`config.mk`:
```
export PLATFORM = sky130hd
export DESIGN_NAME = id_tone_tx
export DESIGN_NICKNAME = d
export VERILOG_FILES = /design/src/rtl/id_tone_pkg.sv /design/src/rtl/id_bit_timer.sv /design/src/rtl/id_bit_seq.sv /design/src/rtl/id_tone_gen.sv /design/src/rtl/id_tone_tx.sv
export SDC_FILE = /design/constraint.sdc
export NUM_CORES = 1
export LEC_CHECK = 0
export ABC_AREA = 0
export BUFFER_PORTS_ARGS = -buffer_cell sky130_fd_sc_hd__buf_4
export CAP_MARGIN = 5
export CORE_MARGIN = 10
export CORE_UTILIZATION = 57
export DETAILED_ROUTE_END_ITERATION = 16
export PLACE_DENSITY_LB_ADDON = 0.05
export RECOVER_POWER = 50
export SLEW_MARGIN = 20
export SYNTH_ARGS = -nofsm -noshare
export SYNTH_HDL_FRONTEND = slang
export SYNTH_HIERARCHICAL = 1
export SYNTH_SLANG_ARGS = --single-unit
```
`constraint.sdc`:
```
create_clock -name clk_i -period 2.9 [get_ports clk_i]
set_input_delay 0.29 -clock clk_i [delete_from_list [all_inputs] [get_ports clk_i]]
set_output_delay 0.29 -clock clk_i [all_outputs]
set_load 0.03 [all_outputs]
```
`src/rtl/id_tone_pkg.sv`:
```
package id_tone_pkg;
  typedef enum logic {
    KEY_TWO_TONE = 1'b0,
    KEY_ON_OFF   = 1'b1
  } key_mode_e;
endpackage

```
`src/rtl/id_bit_timer.sv`:
```
module id_bit_timer #(
  parameter int BIT_DIV = 200
) (
  input  logic clk_i,
  input  logic rst_ni,
  input  logic run_i,
  output logic strobe_o,
  output logic first_o
);
  localparam int CNT_W = (BIT_DIV > 1) ? $clog2(BIT_DIV) : 1;
  localparam logic [CNT_W-1:0] LAST = CNT_W'(BIT_DIV - 1);

  logic [CNT_W-1:0] cnt_q;

  always_ff @(posedge clk_i or negedge rst_ni) begin
    if (!rst_ni)             cnt_q <= '0;
    else if (!run_i)         cnt_q <= '0;
    else if (cnt_q == LAST)  cnt_q <= '0;
    else                     cnt_q <= cnt_q + 1'b1;
  end

  assign strobe_o = run_i && (cnt_q == LAST);
  assign first_o  = (cnt_q == '0);
endmodule

```
`src/rtl/id_bit_seq.sv`:
```
module id_bit_seq #(
  parameter int          ID_W    = 64,
  parameter logic [63:0] ID_WORD = 64'hA5C3_0F96_1E2D_7B48
) (
  input  logic clk_i,
  input  logic rst_ni,
  input  logic run_i,
  input  logic step_i,
  output logic bit_o,
  output logic head_o,
  output logic last_o
);
  localparam int PTR_W = (ID_W > 1) ? $clog2(ID_W) : 1;
  localparam logic [PTR_W-1:0] TOP = PTR_W'(ID_W - 1);
  localparam logic [ID_W-1:0]  WORD = ID_WORD[ID_W-1:0];

  logic [PTR_W-1:0] ptr_q;
  logic [PTR_W-1:0] idx;

  always_ff @(posedge clk_i or negedge rst_ni) begin
    if (!rst_ni)          ptr_q <= '0;
    else if (!run_i)      ptr_q <= '0;
    else if (step_i)      ptr_q <= (ptr_q == TOP) ? '0 : ptr_q + 1'b1;
  end

  // pointer counts up, word is indexed MSB first
  assign idx    = TOP - ptr_q;
  assign bit_o  = WORD[idx];
  assign head_o = (ptr_q == '0);
  assign last_o = (ptr_q == TOP);
endmodule

```
`src/rtl/id_tone_gen.sv`:
```
module id_tone_gen #(
  parameter int BASE  = 3,
  parameter int N_STG = 2,
  parameter int K_STG = 5
) (
  input  logic clk_i,
  input  logic rst_ni,
  input  logic run_i,
  input  logic restart_i,
  input  logic bit_i,
  input  logic on_off_i,
  output logic tone_o
);
  localparam int HP_S = BASE + N_STG;
  localparam int HP_L = BASE + N_STG + K_STG;
  localparam int TC_W = $clog2(HP_L + 1);

  logic [TC_W-1:0] tcnt_q;
  logic [TC_W-1:0] half_last;
  logic            tone_q;
  logic            key_on;

  always_comb begin
    key_on    = !on_off_i || bit_i;
    half_last = (!on_off_i && bit_i) ? TC_W'(HP_L - 1) : TC_W'(HP_S - 1);
  end

  always_ff @(posedge clk_i or negedge rst_ni) begin
    if (!rst_ni) begin
      tcnt_q <= '0;
      tone_q <= 1'b0;
    end else if (!run_i || restart_i || !key_on) begin
      tcnt_q <= '0;
      tone_q <= 1'b0;
    end else if (tcnt_q == half_last) begin
      tcnt_q <= '0;
      tone_q <= ~tone_q;
    end else begin
      tcnt_q <= tcnt_q + 1'b1;
    end
  end

  assign tone_o = tone_q;
endmodule

```
`src/rtl/id_tone_tx.sv`:
```
module id_tone_tx
  import id_tone_pkg::*;
#(
  parameter int          ID_W      = 64,
  parameter logic [63:0] ID_WORD   = 64'hA5C3_0F96_1E2D_7B48,
  parameter int          BIT_DIV   = 200,
  parameter int          BASE      = 3,
  parameter int          N_STG     = 2,
  parameter int          K_STG     = 5,
  parameter int          TRIG_W    = 8,
  parameter logic [7:0]  TRIG_CODE = 8'h5C
) (
  input  logic              clk_i,
  input  logic              rst_ni,
  input  logic              en_i,
  input  logic              mode_i,
  input  logic              trig_vld_i,
  input  logic [TRIG_W-1:0] trig_data_i,
  output logic              tone_o,
  output logic              bit_o,
  output logic              frame_o
);
  localparam logic [TRIG_W-1:0] CODE = TRIG_W'(TRIG_CODE);

  key_mode_e mode;
  logic      burst_q;
  logic      active;
  logic      trig_hit;
  logic      bit_stb;
  logic      bit_first;
  logic      cur_bit;
  logic      at_head;
  logic      at_last;

  assign mode     = key_mode_e'(mode_i);
  assign active   = en_i || burst_q;
  assign trig_hit = trig_vld_i && (trig_data_i == CODE);

  // one-shot frame started by an internal event
  always_ff @(posedge clk_i or negedge rst_ni) begin
    if (!rst_ni)                     burst_q <= 1'b0;
    else if (!active && trig_hit)    burst_q <= 1'b1;
    else if (bit_stb && at_last)     burst_q <= 1'b0;
  end

  id_bit_timer #(.BIT_DIV(BIT_DIV)) u_timer (
    .clk_i   (clk_i),
    .rst_ni  (rst_ni),
    .run_i   (active),
    .strobe_o(bit_stb),
    .first_o (bit_first)
  );

  id_bit_seq #(.ID_W(ID_W), .ID_WORD(ID_WORD)) u_seq (
    .clk_i (clk_i),
    .rst_ni(rst_ni),
    .run_i (active),
    .step_i(bit_stb),
    .bit_o (cur_bit),
    .head_o(at_head),
    .last_o(at_last)
  );

  id_tone_gen #(.BASE(BASE), .N_STG(N_STG), .K_STG(K_STG)) u_tone (
    .clk_i    (clk_i),
    .rst_ni   (rst_ni),
    .run_i    (active),
    .restart_i(bit_stb),
    .bit_i    (cur_bit),
    .on_off_i (mode == KEY_ON_OFF),
    .tone_o   (tone_o)
  );

  assign bit_o   = active && cur_bit;
  assign frame_o = active && at_head && bit_first;
endmodule

```
# Word-level counts from Yosys, hierarchy flattened
# Memory sizes are Yosys's and may differ from the RTL's.
# Cells that the tools add are included.
dict set report totals {
  memories 1
  romBits 64
  out_inout_bits 3
  latch_bits 0
  word_cells 49
  mem_bits_rw 0
  ff_bits 20
  inputBits 13
}
# name depth word_bits read_ports rd_ports_with_merged_regs wr line
set memory_table {}
lappend memory_table {{(no name shown)} 64 1 1 0 0 id_bit_seq.sv:28} ;# assign bit_o = WORD[idx];
dict set report op_classes {
  multipliers 0
  div 0
  reduce_logical 19
  eq_ne 5
  n_bitwise 1
  n_addsub 4
  n_lt_le_gt_ge 1
  shift 0
  muxes 13
}
# operator n
set ops {}
lappend ops {{6-bit 2-to-1 mux} 3}
lappend ops {{8-bit 2-to-1 mux} 2}
lappend ops {{4-bit 2-to-1 mux} 3}
lappend ops {{8-bit by 1-bit adder with 8-bit output, second input constant} 1}
lappend ops {{8-bit by 7-bit equality test with 1-bit output, second input constant} 1}
lappend ops {{8-bit equality test, second input constant} 1}
lappend ops {{1-bit logical AND} 8}
lappend ops {{8-bit logical NOT} 1}
lappend ops {{6-bit by 7-bit less-than comparator with 1-bit output, second input constant} 1}
lappend ops {{6-bit by 1-bit adder with 6-bit output, second input constant} 1}
lappend ops {{6-bit equality test, second input constant} 1}
lappend ops {{6-bit logical NOT} 1}
lappend ops {{6-bit subtractor, first input constant} 1}
lappend ops {{1-bit 2-to-1 mux} 5}
lappend ops {{4-bit by 1-bit adder with 4-bit output, second input constant} 1}
lappend ops {{4-bit equality test} 1}
lappend ops {{1-bit logical OR} 4}
lappend ops {{2-bit nonzero test} 2}
lappend ops {{1-bit logical NOT} 3}
lappend ops {{2-bit by 1-bit inequality test with 1-bit output, second input constant} 1}
lappend ops {{1-bit inverter} 1}

# Logic depth before layout (Yosys ltp)
dict set report logic_depth {
  depth_word 8
  ltp_mapped 10
  ltp_nobuf 9
}

# Modules after synthesis
# The synthesis kept the hierarchy.
# mod area_per_inst_um2 cells_each seq_area_each_um2 n_inst
set by_module_without_submodules {}
lappend by_module_without_submodules {id_bit_seq 570.5 64 150.1 1}
lappend by_module_without_submodules {id_bit_timer 417.9 44 200.2 1}
lappend by_module_without_submodules {id_tone_gen 271.5 22 125.1 1}
lappend by_module_without_submodules {id_tone_tx 91.3 9 25.0 1}

# Least setup slack after synthesis
# OpenSTA, ideal clock, no wires.
dict set report synth_timing {
  path_kind {register to register}
  start {register u_seq.ptr_q[0]}
  end {register u_tone.tcnt_q[1]}
  setup_time_ns 0.080
  path_stages_with_launch 11
  synth_period_minus_slack_ns 2.168
  arrival_time_ns 2.088
  setup_slack_ns 0.732
  path_buffers 1
  required_ns 2.820
  cell_sequence {dfrtp_1 buf_6 inv_1 ha_1 inv_1 mux4_2 a21oi_1 o21ai_1 nor2b_1 mux2_4 nor3b_2}
}
dict set report synth_via {
  elab_chain_len 8
  elab_cells_between_ends 11
  classes_between {1 x add/sub; 1 x eq/ne; 4 x mux; 4 x reduce/logical; 1 x memory}
}
# item line
set synth_rtl {}
lappend synth_rtl {{start: declaration} id_bit_seq.sv:17} ;# logic [PTR_W-1:0] ptr_q;
lappend synth_rtl {{start signal: assignment} id_bit_seq.sv:23} ;# else if (step_i) ptr_q <= (ptr_q == TOP) ? '0 : ptr_q + 1'b1;
lappend synth_rtl {{6-bit subtractor *} id_bit_seq.sv:27} ;# assign idx = TOP - ptr_q;
lappend synth_rtl {{memory 64 x 1 bit *} n/a}
lappend synth_rtl {{1-bit 2-to-1 mux (not written as such) *} id_bit_seq.sv:28}
lappend synth_rtl {{named net cur_bit} id_tone_tx.sv:31} ;# logic cur_bit;
lappend synth_rtl {{1-bit logical AND} id_tone_gen.sv:25} ;# half_last = (!on_off_i && bit_i) ? TC_W'(HP_L - 1) : TC_W'(HP_S - 1);
lappend synth_rtl {{4-bit 2-to-1 mux} id_tone_gen.sv:25}
lappend synth_rtl {{4-bit equality test} id_tone_gen.sv:35} ;# end else if (tcnt_q == half_last) begin
lappend synth_rtl {{4-bit 2-to-1 mux} id_tone_gen.sv:35}
lappend synth_rtl {{4-bit 2-to-1 mux *} id_tone_gen.sv:32} ;# end else if (!run_i || restart_i || !key_on) begin
lappend synth_rtl {{end signal: assignment} id_tone_gen.sv:39} ;# tcnt_q <= tcnt_q + 1'b1;
lappend synth_rtl {{end: declaration} id_tone_gen.sv:18} ;# logic [TC_W-1:0] tcnt_q;
# The timed path passes the listed nets; every way through them passes the cells marked *. The select of a mux whose other input is x is not followed.
# A chain may end at the register's enable or synchronous reset.

# Final worst setup path
dict set report layout_timing {
  start {register u_seq.ptr_q[0]}
  end {output port bit_o}
}
dict set report layout_via {
  elab_chain_len 4
}
# item line
set layout_rtl {}
lappend layout_rtl {{6-bit subtractor} id_bit_seq.sv:27}
lappend layout_rtl {{memory 64 x 1 bit} n/a}
lappend layout_rtl {{1-bit 2-to-1 mux (not written as such)} id_bit_seq.sv:28}
lappend layout_rtl {{named net cur_bit} id_tone_tx.sv:31}
lappend layout_rtl {{1-bit logical AND} id_tone_tx.sv:74} ;# assign bit_o = active && cur_bit;
lappend layout_rtl {{end: declaration} id_tone_tx.sv:20} ;# output logic bit_o,
# The timed path passes the listed nets, and every way through them passes these cells. The select of a mux whose other input is x is not followed.

==> results.cfg <==
[worst_setup_path]
reg2reg_to = u_tone/tcnt_q[3]
critPathCaptureType = primary output
critPathKind = flop to primary output
worstPathCellList = inv_1 -> ha_1 -> mux4_2 -> a21oi_1 -> o21ai_1 -> and2_1 -> buf_4
crit_path_top_delay_cell = dfrtp_1
r2r.worst_path.cells = 8
r2r_slack_ps = 530
crit_required_ps = 2610
r2r-start = u_seq/ptr_q[0]
cp-start-kind = flop
cp.arrival_ps = 2250
crit_fanout = 11
slowest_delay_ps = 580

[placement]
post-dp-hpwl_um = 1990
numPortBuffers = 15
gp_congestion = 0.878

[logic_synthesis]
async_flop_share = 1.00
ys_types = 42
synth-edff-count = 0
ys_dominant_reg_cell = dfrtp_1
synth_nets = 163
syn_inst = 139
ys_seq_area_frac = 0.370
yosysWarnings = 6
avgSynthCellArea_um2 = 9.72
ys_ff_latch = 20
syn_area_um2 = 1350

[run_status]
outcome = completed

[power_and_ir_drop]
combPwrFrac = 0.130
cellPowerDensity_nw_per_um2 = 395
leakage_uw = 0.000701
pwr-share-clk = 0.371
p_switching_uw = 140
pwr-share-seq = 0.499
switching_share = 0.230
power.internal_uw = 469
worst_ir_drop_vdd_v = 0.000405
finalPower_uw = 609

[worst_hold_path]
min-delay-start = trig_data_i[5]
hold_path_end = burst_q
hp-class = input pin to flop
min_path_cells = 3

[timing]
maxSlewHeadroom = 0.269
final-hold-violation-count = 0
setup-tns-final_ps = 0
tightest_slew_ps = 1100
min_period_ps = 2540
fin_skew_ps = 15.4
min_period_over_period = 0.876
finalMaxSlewViolations = 0
rsz0062_at_grt = false
max_freq_mhz = 394
setup_violations = 0

[flow_run]
maxCapViolations = 0

[route]
routed_wl_um = 2620
drt_iter0_markers = 87
ant_nets = 0
vias = 1052
dr.pass1.iters = 4
drc = 0
via_per_inst = 5.69
routedWlPerCell_um = 14.1

[final_layout]
final_common_cell = dfrtp_1
fin_nets = 182
mostFrequentLayoutCells = dfrtp_1, buf_4, inv_1, ha_1, nand2_1
n_antenna_cell = 0
drive_above_1_share = 0.178
area_delta_synth_final_pct = 13.9

[global_routing]
overflow = 0
grt_usage = 0.125
grt_pass1_wl_um = 4640
antenna_found_initial = 0
first_global_vias = 1052
grt_max_degree = 21

[die]
die_h_um = 68.7
core_area_um2 = 2230
rows = 17
start_util = 0.605
dieArea_um2 = 4720
die_w_um = 68.7
boundaryPins = 16

[cts]
cts_buffers = 3
clockRootBuffer = clkbuf_4
clk_latency_ps = 300
cts_resized = 0
cts_buffer_depth = 2
path_clk_slew_ps = 100
hold_buffers = 1
htree_levels = 1
clock-sinks = 20
cts_tree = yes
post_cts_buffers = 0
## metal layers
| layer | global-route usage | routed length (um) |
|---|---|---|
| met5 | 0 | 0 |
| met4 | 0.0345 | 9 |
| met3 | 0.0322 | 110 |
| met2 | 0.209 | 1290 |
| met1 | 0.155 | 1210 |
## flip-flops by register name, indices dropped and copies added, names as in the netlist
signal and count:
burst_q 1, u_seq/ptr_q 6, u_timer/cnt_q 8, u_tone/tcnt_q 4, u_tone/tone_o 1
## synthesized netlist by cell type, types with 3 or more instances
| cell type | count | area, um2 |
|---|---|---|
| dfrtp_1 | 20 | 500 |
| xor2_1 | 4 | 35.0 |
| nor3_1 | 5 | 25.0 |
| nor4bb_1 | 3 | 30.0 |
| o21ai_0 | 3 | 15.0 |
| nand2_1 | 8 | 30.0 |
| ha_1 | 11 | 138 |
| xnor2_1 | 6 | 52.6 |
| nand2b_1 | 3 | 18.8 |
| a21oi_1 | 5 | 25.0 |
| inv_1 | 11 | 41.3 |
| nor2_1 | 7 | 26.3 |
| and2_1 | 7 | 43.8 |
| nand3_1 | 7 | 35.0 |
| nand4_1 | 3 | 18.8 |
| or3_1 | 5 | 31.3 |
## worst max-delay path, delay by kind of cell, from the launching register on
| family | cells | cell delay, ps |
|---|---|---|
| DFF | 1 | 580 |
| AOI/OAI and AO/OA | 2 | 250 |
| adders and majority gates | 1 | 220 |
| buffers and inverters | 2 | 310 |
| muxes | 1 | 450 |
| and+or+nand+nor | 1 | 150 |
## worst max path at each step
stage                             endpoint  cells past startpoint            from  slack, ps
after global placement    u_tone/tcnt_q[1]                      8  u_seq/ptr_q[0]        630
after CTS                            bit_o                      7  u_seq/ptr_q[0]        350
final                                bit_o                      7  u_seq/ptr_q[0]        360
after detailed placement  u_tone/tcnt_q[3]                      8  u_seq/ptr_q[0]        540
after global routing                 bit_o                      7  u_seq/ptr_q[0]        190
after floorplan           u_tone/tcnt_q[1]                     10  u_seq/ptr_q[0]        730
## power groups by stage
stage,combinational [uW],clock (uW),sequential [uW]
after floorplan,52.1,0,304
after global placement,78.1,0,308
after detailed placement,80.3,0,309
after CTS,81.6,236,304
after global routing,90.9,248,306
final,79.1,226,304
## metrics by stage
| step | area [um2] | cells | worst slack [ps] | util | hold slack (ps) |
|---|---|---|---|---|---|
| 6_report | 1540 | 185 | 360 | 0.689 | 355 |
| 5_1_grt | 1540 | 185 | 189 | 0.689 | 346 |
| 4_1_cts | 1540 | 185 | 353 | 0.691 | 345 |
| 3_5_place_dp | 1480 | 180 | 542 | 0.663 | 190 |
| 3_3_place_gp | 1480 | 180 | 632 | 0.663 | 185 |
| 2_1_floorplan | 1350 | 139 | 732 | - | -5.59 |
## cells by family after synthesis
kind of cell / count (synthesis) / synth area share
AO/OA/AOI/OAI: 17 / 0.0833
XOR/XNOR: 10 / 0.0648
adder cells (fa/ha/maj): 11 / 0.102
buffers and inverters: 15 / 0.0556
flip-flops: 20 / 0.370
multiplexers: 4 / 0.0426
AND/OR/NAND/NOR: 62 / 0.281
## cell type report
cell class / instances / area, um2
multi-input cells: 104 / 776
fillers: 193 / 694
flip-flops and latches: 20 / 500
repair buffers: 18 / 134
inverters: 11 / 41.3
well taps: 28 / 35.0
clock inverters: 1 / 30.0
clock buffers: 3 / 22.5
Note: power is estimated with default switching activity, not from simulation.
